===== config.mk =====
export PLATFORM = sky130hd
export DESIGN_NAME = ovuv_scan_seq
export DESIGN_NICKNAME = d
export VERILOG_FILES = /design/src/rtl/ovuv_scan_pkg.sv /design/src/rtl/ovuv_slot_timer.sv /design/src/rtl/ovuv_chan_stepper.sv /design/src/rtl/ovuv_fault_bank.sv /design/src/rtl/ovuv_scan_seq.sv
export SDC_FILE = /design/constraint.sdc
export NUM_CORES = 1
export LEC_CHECK = 0
export BUFFER_PORTS_ARGS = -buffer_cell sky130_fd_sc_hd__buf_4
export CORE_ASPECT_RATIO = 2
export CORE_UTILIZATION = 26
export DETAILED_ROUTE_END_ITERATION = 8
export GPL_ROUTABILITY_DRIVEN = 0
export PLACE_DENSITY = 0.53
export SLEW_MARGIN = 40
export SYNTH_ARGS = -nofsm -noshare
export SYNTH_HDL_FRONTEND = slang
export SYNTH_SLANG_ARGS = --single-unit

===== constraint.sdc =====
create_clock -name clk -period 4.2 [get_ports clk]
set_clock_uncertainty 0.2 [all_clocks]
set_input_delay 0.42 -clock clk [delete_from_list [all_inputs] [get_ports clk]]
set_output_delay 0.42 -clock clk [all_outputs]
set_load 0.01 [all_outputs]

===== src/rtl/ovuv_scan_pkg.sv =====
package ovuv_scan_pkg;

  typedef enum logic [1:0] {
    MODE_STOP = 2'b00,
    MODE_SCAN = 2'b01,
    MODE_BIST = 2'b10,
    MODE_LOCK = 2'b11
  } mode_e;

  typedef enum logic [1:0] {
    ST_IDLE,
    ST_SCAN,
    ST_BIST,
    ST_LOCK
  } state_e;

  // Run state selected by a mode request at go time
  function automatic state_e mode_to_state(input logic [1:0] m);
    case (m)
      MODE_SCAN: mode_to_state = ST_SCAN;
      MODE_BIST: mode_to_state = ST_BIST;
      MODE_LOCK: mode_to_state = ST_LOCK;
      default:   mode_to_state = ST_IDLE;
    endcase
  endfunction

  // States in which comparator results are written to the flags
  function automatic logic state_records(input state_e s);
    state_records = (s == ST_SCAN) || (s == ST_LOCK);
  endfunction

  // States in which the channel index advances at each slot end
  function automatic logic state_steps(input state_e s);
    state_steps = (s == ST_SCAN) || (s == ST_BIST);
  endfunction

endpackage


===== src/rtl/ovuv_slot_timer.sv =====
module ovuv_slot_timer #(
  parameter int SLOT_CYC = 4
) (
  input  logic clk,
  input  logic rst_n,
  input  logic run_i,
  input  logic restart_i,
  output logic slot_end_o
);
  localparam int CW = (SLOT_CYC > 1) ? $clog2(SLOT_CYC) : 1;
  localparam logic [CW-1:0] LAST = CW'(SLOT_CYC - 1);

  logic [CW-1:0] cnt_q;

  always_ff @(posedge clk or negedge rst_n) begin
    if (!rst_n)
      cnt_q <= '0;
    else if (!run_i || restart_i || cnt_q == LAST)
      cnt_q <= '0;
    else
      cnt_q <= cnt_q + 1'b1;
  end

  assign slot_end_o = run_i && !restart_i && (cnt_q == LAST);

  generate
    if (SLOT_CYC > 1) begin : g_gap
      AST_SLOT_GAP: assert property (@(posedge clk) disable iff (!rst_n)
        slot_end_o |=> !slot_end_o);
    end
  endgenerate

endmodule


===== src/rtl/ovuv_chan_stepper.sv =====
module ovuv_chan_stepper #(
  parameter int NUM_CH = 16,
  localparam int CH_W = (NUM_CH > 1) ? $clog2(NUM_CH) : 1
) (
  input  logic            clk,
  input  logic            rst_n,
  input  logic            load_i,
  input  logic [CH_W-1:0] load_val_i,
  input  logic            adv_i,
  output logic [CH_W-1:0] idx_o,
  output logic            at_last_o
);
  localparam logic [CH_W-1:0] LAST_CH = CH_W'(NUM_CH - 1);

  function automatic logic [CH_W-1:0] next_idx(input logic [CH_W-1:0] cur);
    next_idx = (cur == LAST_CH) ? '0 : cur + 1'b1;
  endfunction

  logic [CH_W-1:0] idx_q;

  always_ff @(posedge clk or negedge rst_n) begin
    if (!rst_n)
      idx_q <= '0;
    else if (load_i)
      idx_q <= load_val_i;
    else if (adv_i)
      idx_q <= next_idx(idx_q);
  end

  assign idx_o     = idx_q;
  assign at_last_o = (idx_q == LAST_CH);

  AST_STEP_WRAP: assert property (@(posedge clk) disable iff (!rst_n)
    (adv_i && !load_i && at_last_o) |=> (idx_o == '0));

endmodule


===== src/rtl/ovuv_fault_bank.sv =====
module ovuv_fault_bank #(
  parameter int NUM_CH = 16,
  localparam int CH_W = (NUM_CH > 1) ? $clog2(NUM_CH) : 1
) (
  input  logic              clk,
  input  logic              rst_n,
  input  logic              rec_i,
  input  logic [CH_W-1:0]   ch_i,
  input  logic [NUM_CH-1:0] act_i,
  input  logic              ov_i,
  input  logic              uv_i,
  input  logic              bd_i,
  input  logic              clr_i,
  output logic [NUM_CH-1:0] ov_q_o,
  output logic [NUM_CH-1:0] uv_q_o,
  output logic [NUM_CH-1:0] bd_q_o
);

  logic [NUM_CH-1:0] hit;

  generate
    for (genvar i = 0; i < NUM_CH; i++) begin : g_ch
      assign hit[i] = rec_i && (ch_i == CH_W'(i)) && act_i[i];

      always_ff @(posedge clk or negedge rst_n) begin
        if (!rst_n) begin
          ov_q_o[i] <= 1'b0;
          uv_q_o[i] <= 1'b0;
          bd_q_o[i] <= 1'b0;
        end else if (clr_i) begin
          ov_q_o[i] <= 1'b0;
          uv_q_o[i] <= 1'b0;
          bd_q_o[i] <= 1'b0;
        end else if (hit[i]) begin
          ov_q_o[i] <= ov_q_o[i] | ov_i;
          uv_q_o[i] <= uv_q_o[i] | uv_i;
          bd_q_o[i] <= bd_q_o[i] | bd_i;
        end
      end

      AST_FLAG_HOLD: assert property (@(posedge clk) disable iff (!rst_n)
        (!hit[i] && !clr_i) |=> ($stable(ov_q_o[i]) && $stable(uv_q_o[i]) && $stable(bd_q_o[i])));
    end
  endgenerate

  AST_HIT_SINGLE: assert property (@(posedge clk) disable iff (!rst_n)
    $onehot0(hit));

  AST_CLR_ALL: assert property (@(posedge clk) disable iff (!rst_n)
    clr_i |=> (ov_q_o == '0 && uv_q_o == '0 && bd_q_o == '0));

endmodule


===== src/rtl/ovuv_scan_seq.sv =====
module ovuv_scan_seq
  import ovuv_scan_pkg::*;
#(
  parameter int NUM_CH   = 16,
  parameter int SLOT_CYC = 4,
  localparam int CH_W = (NUM_CH > 1) ? $clog2(NUM_CH) : 1
) (
  input  logic              clk,
  input  logic              rst_n,
  input  logic [1:0]        mode_i,
  input  logic              go_i,
  input  logic [CH_W-1:0]   lock_ch_i,
  input  logic [NUM_CH-1:0] active_mask_i,
  input  logic              ov_cmp_i,
  input  logic              uv_cmp_i,
  input  logic              bd_cmp_i,
  input  logic              flag_clr_i,
  output logic [CH_W-1:0]   mux_sel_o,
  output logic [NUM_CH-1:0] ov_flag_o,
  output logic [NUM_CH-1:0] uv_flag_o,
  output logic [NUM_CH-1:0] bd_flag_o,
  output logic              busy_o,
  output logic              bist_done_o
);
  localparam logic [CH_W-1:0] LAST_CH = CH_W'(NUM_CH - 1);

  state_e state_q, state_d;
  logic   bist_done_q;

  // Named internal events
  logic            run;
  logic            slot_end;
  logic            step_adv;
  logic            rec_evt;
  logic            at_last;
  logic            bist_fin;
  logic [CH_W-1:0] start_ch;
  logic [CH_W-1:0] ch_idx;

  assign run      = (state_q != ST_IDLE);
  assign step_adv = slot_end && state_steps(state_q);
  assign rec_evt  = slot_end && state_records(state_q);
  assign bist_fin = slot_end && (state_q == ST_BIST) && at_last && !go_i;
  assign start_ch = (mode_i == MODE_LOCK) ? lock_ch_i : '0;

  always_comb begin
    state_d = state_q;
    if (go_i)
      state_d = mode_to_state(mode_i);
    else if (bist_fin)
      state_d = ST_IDLE;
  end

  always_ff @(posedge clk or negedge rst_n) begin
    if (!rst_n) begin
      state_q     <= ST_IDLE;
      bist_done_q <= 1'b0;
    end else begin
      state_q     <= state_d;
      bist_done_q <= bist_fin;
    end
  end

  ovuv_slot_timer #(.SLOT_CYC(SLOT_CYC)) u_timer (
    .clk        (clk),
    .rst_n      (rst_n),
    .run_i      (run),
    .restart_i  (go_i),
    .slot_end_o (slot_end)
  );

  ovuv_chan_stepper #(.NUM_CH(NUM_CH)) u_stepper (
    .clk        (clk),
    .rst_n      (rst_n),
    .load_i     (go_i),
    .load_val_i (start_ch),
    .adv_i      (step_adv),
    .idx_o      (ch_idx),
    .at_last_o  (at_last)
  );

  ovuv_fault_bank #(.NUM_CH(NUM_CH)) u_faults (
    .clk    (clk),
    .rst_n  (rst_n),
    .rec_i  (rec_evt),
    .ch_i   (ch_idx),
    .act_i  (active_mask_i),
    .ov_i   (ov_cmp_i),
    .uv_i   (uv_cmp_i),
    .bd_i   (bd_cmp_i),
    .clr_i  (flag_clr_i),
    .ov_q_o (ov_flag_o),
    .uv_q_o (uv_flag_o),
    .bd_q_o (bd_flag_o)
  );

  assign mux_sel_o   = ch_idx;
  assign busy_o      = run;
  assign bist_done_o = bist_done_q;

  AST_SCAN_STEP: assert property (@(posedge clk) disable iff (!rst_n)
    (state_q == ST_SCAN && slot_end && !go_i) |=>
      (mux_sel_o == (($past(mux_sel_o) == LAST_CH) ? '0 : CH_W'($past(mux_sel_o) + 1'b1))));

  AST_SCAN_HOLD: assert property (@(posedge clk) disable iff (!rst_n)
    (state_q == ST_SCAN && !slot_end && !go_i) |=> $stable(mux_sel_o));

  AST_LOCK_HOLD: assert property (@(posedge clk) disable iff (!rst_n)
    (state_q == ST_LOCK && !go_i) |=> $stable(mux_sel_o));

  AST_DONE_IDLE: assert property (@(posedge clk) disable iff (!rst_n)
    bist_done_o |-> !busy_o);

  AST_DONE_PULSE: assert property (@(posedge clk) disable iff (!rst_n)
    bist_done_o |=> !bist_done_o);

  AST_STOP_QUIET: assert property (@(posedge clk) disable iff (!rst_n)
    (!busy_o && !flag_clr_i) |=> ($stable(ov_flag_o) && $stable(uv_flag_o) && $stable(bd_flag_o)));

  AST_BIST_NO_FLAG: assert property (@(posedge clk) disable iff (!rst_n)
    (state_q == ST_BIST && !flag_clr_i) |=> ($stable(ov_flag_o) && $stable(uv_flag_o) && $stable(bd_flag_o)));

  AST_STOP_GO: assert property (@(posedge clk) disable iff (!rst_n)
    (go_i && mode_i == MODE_STOP) |=> (!busy_o && mux_sel_o == '0));

  AST_RUN_GO: assert property (@(posedge clk) disable iff (!rst_n)
    (go_i && mode_i != MODE_STOP) |=> busy_o);

endmodule


---- Word-level counts from Yosys, hierarchy flattened ----
Index checks and enable logic that the tools add are counted.
word-level totals
  bits in latches ......................... 0
  memories ................................ 0
  memory bits (read-only) ................. 0
  input bits .............................. 29
  bits in registers ....................... 57
  output and inout port bits .............. 54
  memory bits (writable) .................. 0
  logic and storage cells ................. 293
cells by class
  shift-type cells ........................ 0
  div/mod/pow operators ................... 0
  $mul .................................... 0
  reduce and logical (&&, ||, !) cells .... 65
  equality and inequality tests ........... 22
  magnitude comparators ................... 0
  muxes and demuxes ....................... 104
  bitwise logic cells ..................... 48
  add/sub/neg operators ................... 2
operators with widths
  kind                                                                   count
  1-bit 2-to-1 mux                                                       96
  1-bit bitwise OR                                                       48
  1-bit logical AND                                                      39
  2-bit nonzero test                                                     19
  4-bit equality test, second input constant                             8
  4-bit by 3-bit equality test with 1-bit output, second input constant  4
  4-bit 2-to-1 mux                                                       4
  2-bit equality test, second input constant                             5
  4-bit by 2-bit equality test with 1-bit output, second input constant  2
  2-bit 2-to-1 mux                                                       3
  2-bit case mux with 3 select lines                                     1
  4-bit by 1-bit adder with 4-bit output, second input constant          1
  2-bit by 1-bit equality test with 1-bit output, second input constant  2
  4-bit by 1-bit equality test with 1-bit output, second input constant  1
  4-bit zero test                                                        1
  1-bit logical OR                                                       4
  2-bit by 1-bit adder with 2-bit output, second input constant          1
  1-bit zero test                                                        2

---- Longest topological paths before layout ----
  depth in word-level cells ............... 8
  mapped depth ............................ 7
  mapped depth without buffers ............ 5

---- Cells and area by module ----
From an unflattened synthesis, not the netlist that was laid out.
second synthesis, totals
  cell total of the unflattened synthesis .. 236
  area total of the unflattened synthesis .. 2590.0 µm²
by module, submodules not included
  module             area an instance (µm²)  times used  cells an instance  seq. area each (µm²)
  ovuv_fault_bank    2038.2                  1           183                1201.2
  ovuv_chan_stepper  239.0                   1           25                 100.1
  ovuv_scan_seq      214.0                   1           22                 75.1
  ovuv_slot_timer    98.8                    1           6                  50.0

---- Least setup slack after synthesis ----
No wires, ideal clock.
  kind .................................... reg2reg
  start point ............................. register state_q[1]
  end point ............................... register u_faults.bd_q_o[11]
  required time ........................... 3.879 ns
  data arrival time ....................... 1.377 ns
  path buffers ............................ 1
  library setup time ...................... 0.121 ns
  period minus slack after synthesis ...... 1.698 ns
  slack ................................... 2.502 ns
  stages on the path, launching flop included .. 7
  path through ............................ dfrtp_1 > inv_1 > ha_1 > or2_1 > buf_2 > and4_1 > a22o_1
between the ends
  word-level cells in the longest chain between the ends .. 7
  elaborated cells between the ends (all ways) .. 10
  those cells by class .................... 2 x eq/ne; 8 x reduce/logical
RTL lines
  item                                   RTL line               RTL
  from (decl)                            ovuv_scan_seq.sv:27    state_e state_q, state_d;
  from (signal assigned)                 ovuv_scan_seq.sv:59    state_q <= state_d;
  2-bit nonzero test                     ovuv_scan_seq.sv:40    assign run = (state_q != ST_IDLE);
  1-bit logical AND (2 in a row)         ovuv_slot_timer.sv:24  assign slot_end_o = run_i && !restart_i && (cnt_q == LAST);
  1-bit logical AND *                    ovuv_scan_seq.sv:42    assign rec_evt = slot_end && state_records(state_q);
  1-bit logical AND * (2 in a row)       ovuv_fault_bank.sv:23  assign hit[i] = rec_i && (ch_i == CH_W'(i)) && act_i[i];
  2-bit nonzero test (no source line) *  --
  to (signal, indexed assignment)        ovuv_fault_bank.sv:37  bd_q_o[i] <= bd_q_o[i] | bd_i;
  to (decl)                              ovuv_fault_bank.sv:16  output logic [NUM_CH-1:0] bd_q_o
Every way passes the cells marked *; elsewhere a longest branch is shown, timed or not.
A chain may end at the register's enable or synchronous reset.

---- Final worst setup path ----
  start point ............................. register state_q[0]
  end point ............................... register u_faults.ov_q_o[0]
between the ends
  word-level cells in the longest chain between the ends .. 7
  elaborated cells between the ends (all ways) .. 10
  those cells by class .................... 2 x eq/ne; 8 x reduce/logical
RTL lines
  item                                   RTL line               RTL
  2-bit nonzero test                     ovuv_scan_seq.sv:40
  1-bit logical AND (2 in a row)         ovuv_slot_timer.sv:24
  1-bit logical AND *                    ovuv_scan_seq.sv:42
  1-bit logical AND * (2 in a row)       ovuv_fault_bank.sv:23
  2-bit nonzero test (no source line) *  --
  to (signal, indexed assignment)        ovuv_fault_bank.sv:35  ov_q_o[i] <= ov_q_o[i] | ov_i;
  to (decl)                              ovuv_fault_bank.sv:14  output logic [NUM_CH-1:0] ov_q_o,
Marked as above.

==> metrics.md <==
| Metric | Value |
|---|---|
| Flops & latches, synth | between 50 and 60 |
| Reg area | between 0.001 and 0.0015 mm2 |
| Die area | 0.0103 mm2 |
| Largest net degree at the start of global routing | 58 |
| Total detailed-routing wirelength | 7450 um |
| First-pass GRT wire length | 11400 um |
| Sinks on Clock Net | between 50 and 60 |
| R2r setup slk | 2.09 ns |
| Crit path launch | state_q[0] |
| Chip height | 142 um |
| DR pass1 iterations | 4 |
| Initial core utilization | between 20% and 30% |
| Post-synth top area share | a little under three fifths |
| WHS Path Cells | 3 |
| Rel. slew slack | around half |
| Max cap viols | 0 |
| DRC | 0 |
| CP Max Fanout | 12 |
| FP Rows | 50 |
| PwrDens | 422 mW/mm2 |
| Final period utilization | 50.4% |
| Synth Instances | between 200 and 250 |
| Initial antenna violation count | 0 |
| Synth cell count leaders | dfrtp_1 (57), o2bb2ai_1 (38), nand4_1 (11), ha_1 (9), inv_1 (8) |
| # nets final | 320 |
| YS warnings | 0 |
| Hold Path Class | input port to flip-flop |
| Die Width | 72.2 um |
| Async SR Flop Fraction | 100% |
| Ports | 83 |
| Static leakage | 1.68 nW |
| Grt total ovfl | 0 |
| DP HPWL | 5570 um |
| Core area | 0.00945 mm2 |
| CTS Buf Count | 9 |
| Largest area contributor in the netlist | dfrtp_1 |
| Worst Hold Path EP | state_q[1] |
| Worst-margin pin slew | between 0.7 and 0.8 ns |
| Root Buffer | clkbuf_16 |
| Via density | approximately 4.8 |
| DR iter-0 viols | 150 |
| Post-CTS repair timing setup buffer count | 0 |
| Top cells by area, synth | dfrtp_1 (56%), o2bb2ai_1 (13%), ha_1 (4.4%) |
| Hold buffers post-CTS | 1 |
| Syn Nets | 240 |
| Most frequent cell after synthesis | dfrtp_1 |
| Startpoint types | flip-flop |
| Fill count | 964 |
| Critical Path End Type | flip-flop |
| Number of global-route vias before repair | approximately 2000 |
| Hold slack | 0.145 ns |
| Sequential area share after synthesis | a little under three fifths |
| RR Endpoint | u_faults.ov_q_o[0] |
| Worst-Skew Late Latency | 0.32 ns |
| # resized after CTS | 0 |
| Number of synthesized flops with an enable pin | 0 |
| CTS tree | done |
| Final slew viol count | 0 |
| GRT Overall Usage | 15.4% |
| CP arrival | about 2.2 ns |
| Status | finished, final reports clean |
| Fin. Hold Viols | 0 |
| Critical path class | flip-flop to flip-flop |
| Post-synthesis cell area | 0.00256 mm2 |
| FMAX | 473 MHz |
| Synth cell types | 40 |
| Setup_tns | 0 ns |
| Hold Path Origin | mode_i[1] |
| FF-to-FF Start | state_q[0] |
| Top FF cell, synth | dfrtp_1 |
| WL/cell | about 18 um |
| IO Port Bufs | 82 |
| Via count | 1997 |
| Post-DRT Antenna Nets | 0 |
| Synthesis-to-layout area growth | 39.9% |
| Multi-input gate area | roughly 0.0010 mm2 |
| # setup viols final | 0 |
| Clock buffer depth | 2 |
| Min Tclk post-route | 2.11 ns |
| H-Tree Depth | 3 |
| RSZ-0062 raised after global routing | no |
| Worst Path Required | around 4.2 ns |
| Syn Area/Cell | 12.7 um2 |
| Worst r2r path cells | 5 |
| Antenna diodes | 0 |
| Ratio of cells with drive above 1 in the final layout | 37.3% |
| Clock transition at path regs | approximately 0.05 ns |
| Max VDD drop | ~190 uV |
area by class of cell:
cell class                 instances  area share (%)
clock buffer                       9            6.29
clock inverter                     7            2.66
inverter                           9           0.943
multi-input combinational        122            28.3
sequential                        57            39.8
tap                              130            4.54
timing repair buffer              83            17.5
worst max-delay path by stage:
stage	end	slack [ns]	depth (start not counted)
after floorplan	u_faults.bd_q_o[11]	2.50	6
after global placement	u_faults.ov_q_o[5]	1.90	5
after detailed placement	u_faults.ov_q_o[5]	1.86	5
after CTS	u_faults.ov_q_o[5]	1.84	5
after global routing	u_faults.ov_q_o[5]	1.95	5
final	u_faults.ov_q_o[0]	2.09	5
stage by stage:
stage / total power, mW / instances / util [%] / area, um2 / worst slack (ns)
after floorplan: 0.672 / 202 / - / 2560 / 2.50
after global placement: 0.747 / 400 / 34.3 / 3240 / 1.90
after detailed placement: 0.748 / 400 / 34.3 / 3240 / 1.86
after CTS: 1.53 / 417 / 37.8 / 3570 / 1.84
after global routing: 1.58 / 417 / 37.9 / 3580 / 1.95
final: 1.51 / 417 / 37.9 / 3580 / 2.09
cell families (layout without fill, tap and decap cells):
group	after synthesis	in the layout	synth area share (%)
and+or+nand+nor	53	53	14.7
AOI/OAI and AO/OA	58	58	19.5
DFF	57	57	55.7
adders and majority gates	9	9	4.40
buffers and inverters	23	108	4.98
muxes	2	2	0.782
cell usage in the layout (no fill, tap or decap), types with 3 or more instances in the layout:
master	netlist	final
a22o_1	6	6
a41oi_1	3	3
and3_1	3	3
and4_1	5	5
buf_4	0	82
clkbuf_16	0	9
dfrtp_1	57	57
ha_1	9	9
inv_1	8	8
nand2_1	6	6
nand3_1	5	5
nand3_4	3	3
nand4_1	11	11
nor2_1	4	4
nor2b_1	4	4
o2bb2ai_1	38	38
o31ai_1	3	3
report_power, final:
group          leakage, nW  switching, mW  internal, mW
registers            0.787         0.0253         0.561
logic                0.732         0.0895        0.0625
clock network        0.155          0.256         0.518
total                 1.68          0.371          1.14
sequential cells by signal, summed over array words and instances, names as in the netlist:
signal / flops
u_timer.cnt_q: 2
state_q: 2
u_stepper.idx_o: 4
bist_done_o: 1
u_faults.bd_q_o: 16
u_faults.ov_q_o: 16
u_faults.uv_q_o: 16
worst max-delay path, stage by stage (launching register included):
cell	delay, ns
dfrtp_1	0.37
inv_1	0.08
ha_1	0.29
nor3b_4	0.57
nand3_4	0.30
o2bb2ai_1	0.22
per-layer routing:
metal	part of all wire, %	vias to the layer above	GRT usage, %
li1	-	947	-
met2	57	58	27.3
met1	37	977	16.5
met3	3.4	15	3.68
met4	3.3	0	7.84
met5	0	-	0
Power figures use the tool's default switching activity.
